### config.mk
export PLATFORM = sky130hd
export DESIGN_NAME = tick_timer
export DESIGN_NICKNAME = d
export VERILOG_FILES = /design/src/rtl/tick_timer_pkg.sv /design/src/rtl/tick_sync_edge.sv /design/src/rtl/tick_regbus.sv /design/src/rtl/tick_counter.sv /design/src/rtl/tick_timer.sv
export SDC_FILE = /design/constraint.sdc
export NUM_CORES = 1
export LEC_CHECK = 0
export CORE_ASPECT_RATIO = 0.75
export CORE_MARGIN = 2
export CORE_UTILIZATION = 38
export DETAILED_ROUTE_END_ITERATION = 16
export SYNTH_ARGS = -nofsm -noshare
export SYNTH_HDL_FRONTEND = slang
export SYNTH_HIERARCHICAL = 1
export SYNTH_SLANG_ARGS = --single-unit
export TNS_END_PERCENT = 100
### constraint.sdc
create_clock -name clk_i -period 2.42 [get_ports clk_i]
set_clock_uncertainty 0.2 [all_clocks]
set_input_delay 0.484 -clock clk_i [delete_from_list [all_inputs] [get_ports clk_i]]
set_output_delay 0.484 -clock clk_i [all_outputs]
set_load 0.01 [all_outputs]
### src/rtl/tick_timer_pkg.sv
package tick_timer_pkg;

   typedef enum logic [1:0] {
      SEL_CONFIG  = 2'd0,
      SEL_PERIOD  = 2'd1,
      SEL_COUNT   = 2'd2,
      SEL_CALIB   = 2'd3
   } reg_sel_e;

   localparam int unsigned CFG_RUN_BIT = 0;
   localparam int unsigned CFG_IE_BIT  = 1;
   localparam int unsigned CFG_SRC_BIT = 2;

   typedef struct packed {
      logic src_core;
      logic irq_en;
      logic run;
   } tick_cfg_t;

endpackage

### src/rtl/tick_sync_edge.sv
module tick_sync_edge #(
   parameter int unsigned STAGES = 2
) (
   input  logic clk_i,
   input  logic rst_ni,
   input  logic async_i,
   output logic rise_o
);

   if (STAGES < 2) begin : g_bad_stages
      $error("tick_sync_edge: STAGES must be at least 2");
   end

   logic [STAGES-1:0] chain_q;
   logic              last_q;

   always_ff @(posedge clk_i or negedge rst_ni) begin
      if (!rst_ni) begin
         chain_q <= '0;
         last_q  <= 1'b0;
      end else begin
         chain_q <= {chain_q[STAGES-2:0], async_i};
         last_q  <= chain_q[STAGES-1];
      end
   end

   assign rise_o = chain_q[STAGES-1] & ~last_q;

endmodule

### src/rtl/tick_regbus.sv
module tick_regbus
   import tick_timer_pkg::*;
#(
   parameter int unsigned DATA_W    = 32,
   parameter int unsigned ADDR_W    = 4,
   parameter int unsigned CNT_W     = 24,
   parameter int unsigned FLAG_BIT  = 16,
   parameter logic [DATA_W-1:0] CAL_VALUE = '0
) (
   input  logic              clk_i,
   input  logic              rst_ni,
   input  logic              sel_i,
   input  logic              wr_i,
   input  logic [ADDR_W-1:0] addr_i,
   input  logic [DATA_W-1:0] wdata_i,
   input  logic [CNT_W-1:0]  cnt_i,
   input  logic              flag_i,
   output tick_cfg_t         cfg_o,
   output logic [CNT_W-1:0]  period_o,
   output logic              wr_count_o,
   output logic              rd_config_o,
   output logic [DATA_W-1:0] rdata_o
);

   if (ADDR_W < 4) begin : g_bad_addr
      $error("tick_regbus: ADDR_W must be at least 4");
   end
   if (FLAG_BIT >= DATA_W || FLAG_BIT <= CFG_SRC_BIT) begin : g_bad_flag
      $error("tick_regbus: FLAG_BIT out of range");
   end

   reg_sel_e which;
   logic     wr_cfg, wr_period;
   logic     unused_addr;
   logic     unused_wdata;

   assign which        = reg_sel_e'(addr_i[3:2]);
   assign unused_addr  = ^addr_i;
   assign unused_wdata = ^wdata_i;

   assign wr_cfg      = sel_i &  wr_i & (which == SEL_CONFIG);
   assign wr_period   = sel_i &  wr_i & (which == SEL_PERIOD);
   assign wr_count_o  = sel_i &  wr_i & (which == SEL_COUNT);
   assign rd_config_o = sel_i & ~wr_i & (which == SEL_CONFIG);

   always_ff @(posedge clk_i or negedge rst_ni) begin
      if (!rst_ni) begin
         cfg_o    <= '0;
         period_o <= '0;
      end else begin
         if (wr_cfg) begin
            cfg_o.run      <= wdata_i[CFG_RUN_BIT];
            cfg_o.irq_en   <= wdata_i[CFG_IE_BIT];
            cfg_o.src_core <= wdata_i[CFG_SRC_BIT];
         end
         if (wr_period) begin
            period_o <= wdata_i[CNT_W-1:0];
         end
      end
   end

   logic [DATA_W-1:0] cfg_word;

   always_comb begin
      cfg_word              = '0;
      cfg_word[CFG_RUN_BIT] = cfg_o.run;
      cfg_word[CFG_IE_BIT]  = cfg_o.irq_en;
      cfg_word[CFG_SRC_BIT] = cfg_o.src_core;
      cfg_word[FLAG_BIT]    = flag_i;
   end

   always_comb begin
      unique case (which)
         SEL_CONFIG: rdata_o = cfg_word;
         SEL_PERIOD: rdata_o = DATA_W'(period_o);
         SEL_COUNT:  rdata_o = DATA_W'(cnt_i);
         default:    rdata_o = CAL_VALUE;
      endcase
   end

endmodule

### src/rtl/tick_counter.sv
module tick_counter #(
   parameter int unsigned CNT_W = 24
) (
   input  logic             clk_i,
   input  logic             rst_ni,
   input  logic             tick_i,
   input  logic             clr_i,
   input  logic             rd_clr_i,
   input  logic             irq_en_i,
   input  logic [CNT_W-1:0] period_i,
   output logic [CNT_W-1:0] cnt_o,
   output logic             flag_o,
   output logic             irq_o
);

   if (CNT_W < 2) begin : g_bad_width
      $error("tick_counter: CNT_W must be at least 2");
   end

   logic hit_zero;
   logic at_zero;

   assign at_zero  = (cnt_o == '0);
   assign hit_zero = tick_i & ~clr_i & (cnt_o == CNT_W'(1));

   always_ff @(posedge clk_i or negedge rst_ni) begin
      if (!rst_ni) begin
         cnt_o <= '0;
      end else if (clr_i) begin
         cnt_o <= '0;
      end else if (tick_i) begin
         cnt_o <= at_zero ? period_i : cnt_o - CNT_W'(1);
      end
   end

   always_ff @(posedge clk_i or negedge rst_ni) begin
      if (!rst_ni) begin
         flag_o <= 1'b0;
      end else if (clr_i) begin
         flag_o <= 1'b0;
      end else if (hit_zero) begin
         flag_o <= 1'b1;
      end else if (rd_clr_i) begin
         flag_o <= 1'b0;
      end
   end

   always_ff @(posedge clk_i or negedge rst_ni) begin
      if (!rst_ni) begin
         irq_o <= 1'b0;
      end else begin
         irq_o <= hit_zero & irq_en_i;
      end
   end

endmodule

### src/rtl/tick_timer.sv
module tick_timer
   import tick_timer_pkg::*;
#(
   parameter int unsigned DATA_W      = 32,
   parameter int unsigned ADDR_W      = 4,
   parameter int unsigned CNT_W       = 24,
   parameter int unsigned FLAG_BIT    = 16,
   parameter int unsigned SYNC_STAGES = 2,
   parameter logic [DATA_W-1:0] CAL_VALUE = 32'h4000_2710
) (
   input  logic              clk_i,
   input  logic              rst_ni,
   input  logic              ext_tick_i,
   input  logic              bus_sel_i,
   input  logic              bus_wr_i,
   input  logic [ADDR_W-1:0] bus_addr_i,
   input  logic [DATA_W-1:0] bus_wdata_i,
   output logic [DATA_W-1:0] bus_rdata_o,
   output logic              tick_irq_o
);

   if (CNT_W > DATA_W) begin : g_bad_cnt
      $error("tick_timer: CNT_W must not exceed DATA_W");
   end

   tick_cfg_t        cfg_q;
   logic [CNT_W-1:0] period_q;
   logic [CNT_W-1:0] cnt_val;
   logic             flag_q;
   logic             wr_count;
   logic             rd_config;
   logic             ext_rise;
   logic             step_en;
   logic             cfg_run, cfg_ie, cfg_src;

   assign cfg_run = cfg_q.run;
   assign cfg_ie  = cfg_q.irq_en;
   assign cfg_src = cfg_q.src_core;

   tick_sync_edge #(
      .STAGES (SYNC_STAGES)
   ) u_sync (
      .clk_i   (clk_i),
      .rst_ni  (rst_ni),
      .async_i (ext_tick_i),
      .rise_o  (ext_rise)
   );

   assign step_en = cfg_run & (cfg_src | ext_rise);

   tick_regbus #(
      .DATA_W    (DATA_W),
      .ADDR_W    (ADDR_W),
      .CNT_W     (CNT_W),
      .FLAG_BIT  (FLAG_BIT),
      .CAL_VALUE (CAL_VALUE)
   ) u_regs (
      .clk_i       (clk_i),
      .rst_ni      (rst_ni),
      .sel_i       (bus_sel_i),
      .wr_i        (bus_wr_i),
      .addr_i      (bus_addr_i),
      .wdata_i     (bus_wdata_i),
      .cnt_i       (cnt_val),
      .flag_i      (flag_q),
      .cfg_o       (cfg_q),
      .period_o    (period_q),
      .wr_count_o  (wr_count),
      .rd_config_o (rd_config),
      .rdata_o     (bus_rdata_o)
   );

   tick_counter #(
      .CNT_W (CNT_W)
   ) u_count (
      .clk_i    (clk_i),
      .rst_ni   (rst_ni),
      .tick_i   (step_en),
      .clr_i    (wr_count),
      .rd_clr_i (rd_config),
      .irq_en_i (cfg_ie),
      .period_i (period_q),
      .cnt_o    (cnt_val),
      .flag_o   (flag_q),
      .irq_o    (tick_irq_o)
   );

endmodule

==> reports/metrics.yaml <==
place:
  dpl.hpwl_mm: 6.89
  count_of_input_and_output_buffers: 56
  globalplace.congestion: 0.893
power:
  max-vdd-ir-drop_mv: 0.308
  power_frac_comb_pct: 39.3
  power_density_nw_per_um2: 751
  clockPowerShare_pct: 22.1
  p_switching_mw: 1.21
  cellLeakagePower_nw: 2.16
  switching_share_pct: 34.8
  internal_power_mw: 2.25
  p_seq_share_pct: 38.5
yosys:
  yosys-mux-area-fraction_pct: 13.6
  synthAdderAreaFrac_pct: 1.09
  share_of_the_yosys_chip_area_belonging_to_registers_pct: 40.6
  synth.avg_cell_area_um2: 10.3
  ys_warn_count: 6
  ys.flop_type: "dfrtp_1"
  yosys.area_share.simple_pct: 18.9
  mappedNetlistArea_um2: 3450
  postSynthCellCount: 336
  synth_edf_count: 0
  synthXorXnorAreaFrac_pct: 0
  yosys_reg_bits: 56
  synth-compound-area-share_pct: 18.8
  synth_cell_types: 61
  dominant_combinational_cell_family_by_area_after_synthesis: "simple AND/OR/NAND/NOR gates"
  ys_async_sr_fraction_pct: 100
setup_path:
  crit_required_ns: 1.74
  worst-path-buf-inv: 3
  crit_family: "buffers and inverters"
  critical_path.slowest_cell: "clkdlybuf4s50_1"
  cp_slowest_stage_delay_ns: 0.54
  crit_path_end_kind: "primary output"
  critical_path_peak_fanout: 13
  timing.critical_path.from_type: "primary input"
  cp_cell_sequence: "dlygate4sd2_1 -> buf_6 -> a21oi_1 -> nor2_1 -> clkdlybuf4s50_1"
  worst-r2r-cell-count: 6
  cp_data_arrival_time_ns: 1.67
  critPathKind: "primary input to primary output"
  worst-path-stages: 5
sta:
  setup_viol_count_final: 0
  fin_worst_hold_slack_ns: 0.167
  min_period_over_period_pct: 97.4
  slew_violations: 0
  timing.final.hold_violations: 0
  period_minus_slack_ns: 2.36
  max_clock_freq_mhz: 424
floorplanning:
  core_region_area_um2: 8930
  die_w_um: 114
  rows: 30
  die_height_um: 86.6
  ios: 74
  floorplan.die_area_um2: 9880
  floorplan.initialDensity_pct: 38.7
route:
  detail_route.first_pass.iterations: 4
  dr.first_iter.drc_count: 166
  avgRoutedWirePerCell_um: 17.4
  final_antenna_net_count: 0
  routed_wl_mm: 9.37
  num_vias: 2967
  drt_drc_violations_left: 0
  detail_route.vias_per_cell: 5.49
global_route:
  largest_net_degree_at_the_start_of_global_routing: 29
  vias_in_the_first_global_route: 2980
  grt_pass1_wl_mm: 15.3
  grt_use_total_pct: 19.8
  antenna_found_initial: 0
  grt_overflow: 0
cells_and_area:
  fillerInstances: 813
  share_of_final_layout_standard_cells_stronger_than_drive_strength_1_pct: 24.3
  area.growth.synth_to_final_pct: 33.3
  fin_nets: 472
  final_antenna_diode_count: 0
  final_core_util_pct: 51.5
worst_hold_path:
  min_path_cells: 0
  worstHoldPathType: "flip-flop to flip-flop"
clocking:
  insertion_delay_ns: 0.29
  cts.path.max_buffers: 2
  cts.sinks: 56
  root_buffer: "clkbuf_16"
  ctsHtreeMaxLevel: 2
  clock_tree_from_tritoncts: "built"
  clk_pin_slew_ns: 0.07
  numCtsBuffers: 5
job:
  cap_viol_max_count: 0
run_status:
  status: "complete, no violations"
## cell usage after synthesis, types with 3 or more instances
cell type	number	share of area, %
dfrtp_1	56	41
nor2_1	33	3.6
mux2_4	20	8.7
nand2_1	16	1.7
a22o_1	15	3.8
inv_1	14	1.5
nor3_1	14	2.0
o21ai_0	13	1.9
a21oi_1	12	1.7
clkbuf_1	10	1.1
buf_4	9	2.0
mux2i_1	9	2.6
o2bb2ai_1	8	2.0
mux2_2	7	2.3
and3_1	6	1.1
nand3_1	6	0.87
o32ai_1	6	1.5
a31oi_1	5	0.91
nor2b_1	5	0.91
buf_2	4	0.58
buf_6	4	1.3
nand4_1	4	0.72
o31ai_1	4	0.87
a21boi_0	3	0.65
a32o_1	3	0.87
ha_1	3	1.1
o21a_1	3	0.65
o22ai_1	3	0.54
## layout make-up
cell class | instances | area [um^2] | area share, %
well taps | 112 | 140 | 3.04
flip-flops and latches | 56 | 1400 | 30.4
repair buffers | 107 | 987 | 21.4
multi-input cells | 243 | 1870 | 40.5
clock buffers | 7 | 153 | 3.32
inverters | 15 | 56.3 | 1.22
## registers in the layout, summed over array words and instances, names as in the netlist
register,cells
u_count/cnt_o,24
u_regs/period_o,24
u_regs/cfg_o,3
u_sync/chain_q,2
u_count/flag_o,1
u_count/irq_o,1
u_sync/last_q,1
## power by group through the flow
stage | sequential [mW] | combinational, mW | clock (mW)
global placement | 1.34 | 1.32 | 0
detailed placement | 1.34 | 1.34 | 0
global route | 1.36 | 1.49 | 0.817
finish | 1.33 | 1.36 | 0.765
floorplan | 1.31 | 0.817 | 0
CTS | 1.33 | 1.34 | 0.779
## final timing paths
path | slack (ns) | to | from
worst max-delay path | 0.06 | bus_rdata_o[9] | bus_addr_i[2]
worst min-delay path | 0.17 | u_sync/chain_q[1] | u_sync/chain_q[0]
worst max register to register | 0.17 | u_count/cnt_o[18] | u_count/cnt_o[12]
worst min register to register | 0.17 | u_sync/chain_q[1] | u_sync/chain_q[0]
max in group asynchronous | 1.05 | u_regs/period_o[6] | rst_ni
min in group asynchronous | 0.45 | u_sync/chain_q[0] | rst_ni
## routing by layer
metal / GRT usage [%] / wire (um)
met3: 3.78 / 505
met2: 31.0 / 4080
met4: 2.99 / 44
met5: 0 / 0
met1: 29.2 / 4740
## what timing repair did
item | 4_1_cts | 5_1_grt
endpoints found under the hold margin | 14 | 0
gates resized for setup | 34 | 8
hold buffers | 1 | 0
buffers inserted | 6 | 0
cloned | 1 | 0
endpoints found under the setup margin | 34 | 8
## worst reg2reg max path, delay by kind of cell, from the launching register on
family          cells  cell delay (ns)
simple gates        3             1.01
compound gates      2             0.40
flops               1             0.39
buf+inv             1             0.16
## placed cells by master (no fill, tap or decap), types with 4 or more instances in the layout
cell | netlist | final
dfrtp_1 | 56 | 56
buf_4 | 9 | 41
nor2_1 | 33 | 33
clkdlybuf4s50_1 | 0 | 32
mux2_4 | 20 | 20
dlygate4sd2_1 | 0 | 18
nand2_1 | 16 | 16
a22o_1 | 15 | 15
inv_1 | 14 | 14
nor3_1 | 14 | 13
o21ai_0 | 13 | 13
a21oi_1 | 12 | 12
mux2i_1 | 9 | 9
o2bb2ai_1 | 8 | 8
mux2_2 | 7 | 7
conb_1 | 1 | 7
and3_1 | 6 | 6
o32ai_1 | 6 | 6
nand3_1 | 6 | 6
clkbuf_16 | 0 | 5
a31oi_1 | 5 | 5
buf_6 | 4 | 4
buf_12 | 0 | 4
nand4_1 | 4 | 4
o31ai_1 | 4 | 4
## logic make-up after synthesis
| family | count (synthesis) |
|---|---|
| AND/OR/NAND/NOR | 109 |
| other | 1 |
| buffers and inverters | 43 |
| multiplexers | 36 |
| adder cells (fa/ha/maj) | 3 |
| flip-flops | 56 |
| AO/OA/AOI/OAI | 88 |
## stage by stage
step	TNS [ns]	total power, mW	setup slack (ns)	std cells	area [um^2]
final	0	3.46	0.0632	540	4600
after global placement	-13.24	2.66	-0.432	525	4360
after detailed placement	-14.04	2.69	-0.456	525	4360
after global routing	-0.0000401	3.68	-0.0000401	540	4600
after CTS	0	3.44	0.0168	540	4580
after floorplan	0	2.13	0.191	342	3480
No activity file was read; power rests on OpenSTA's default activity.
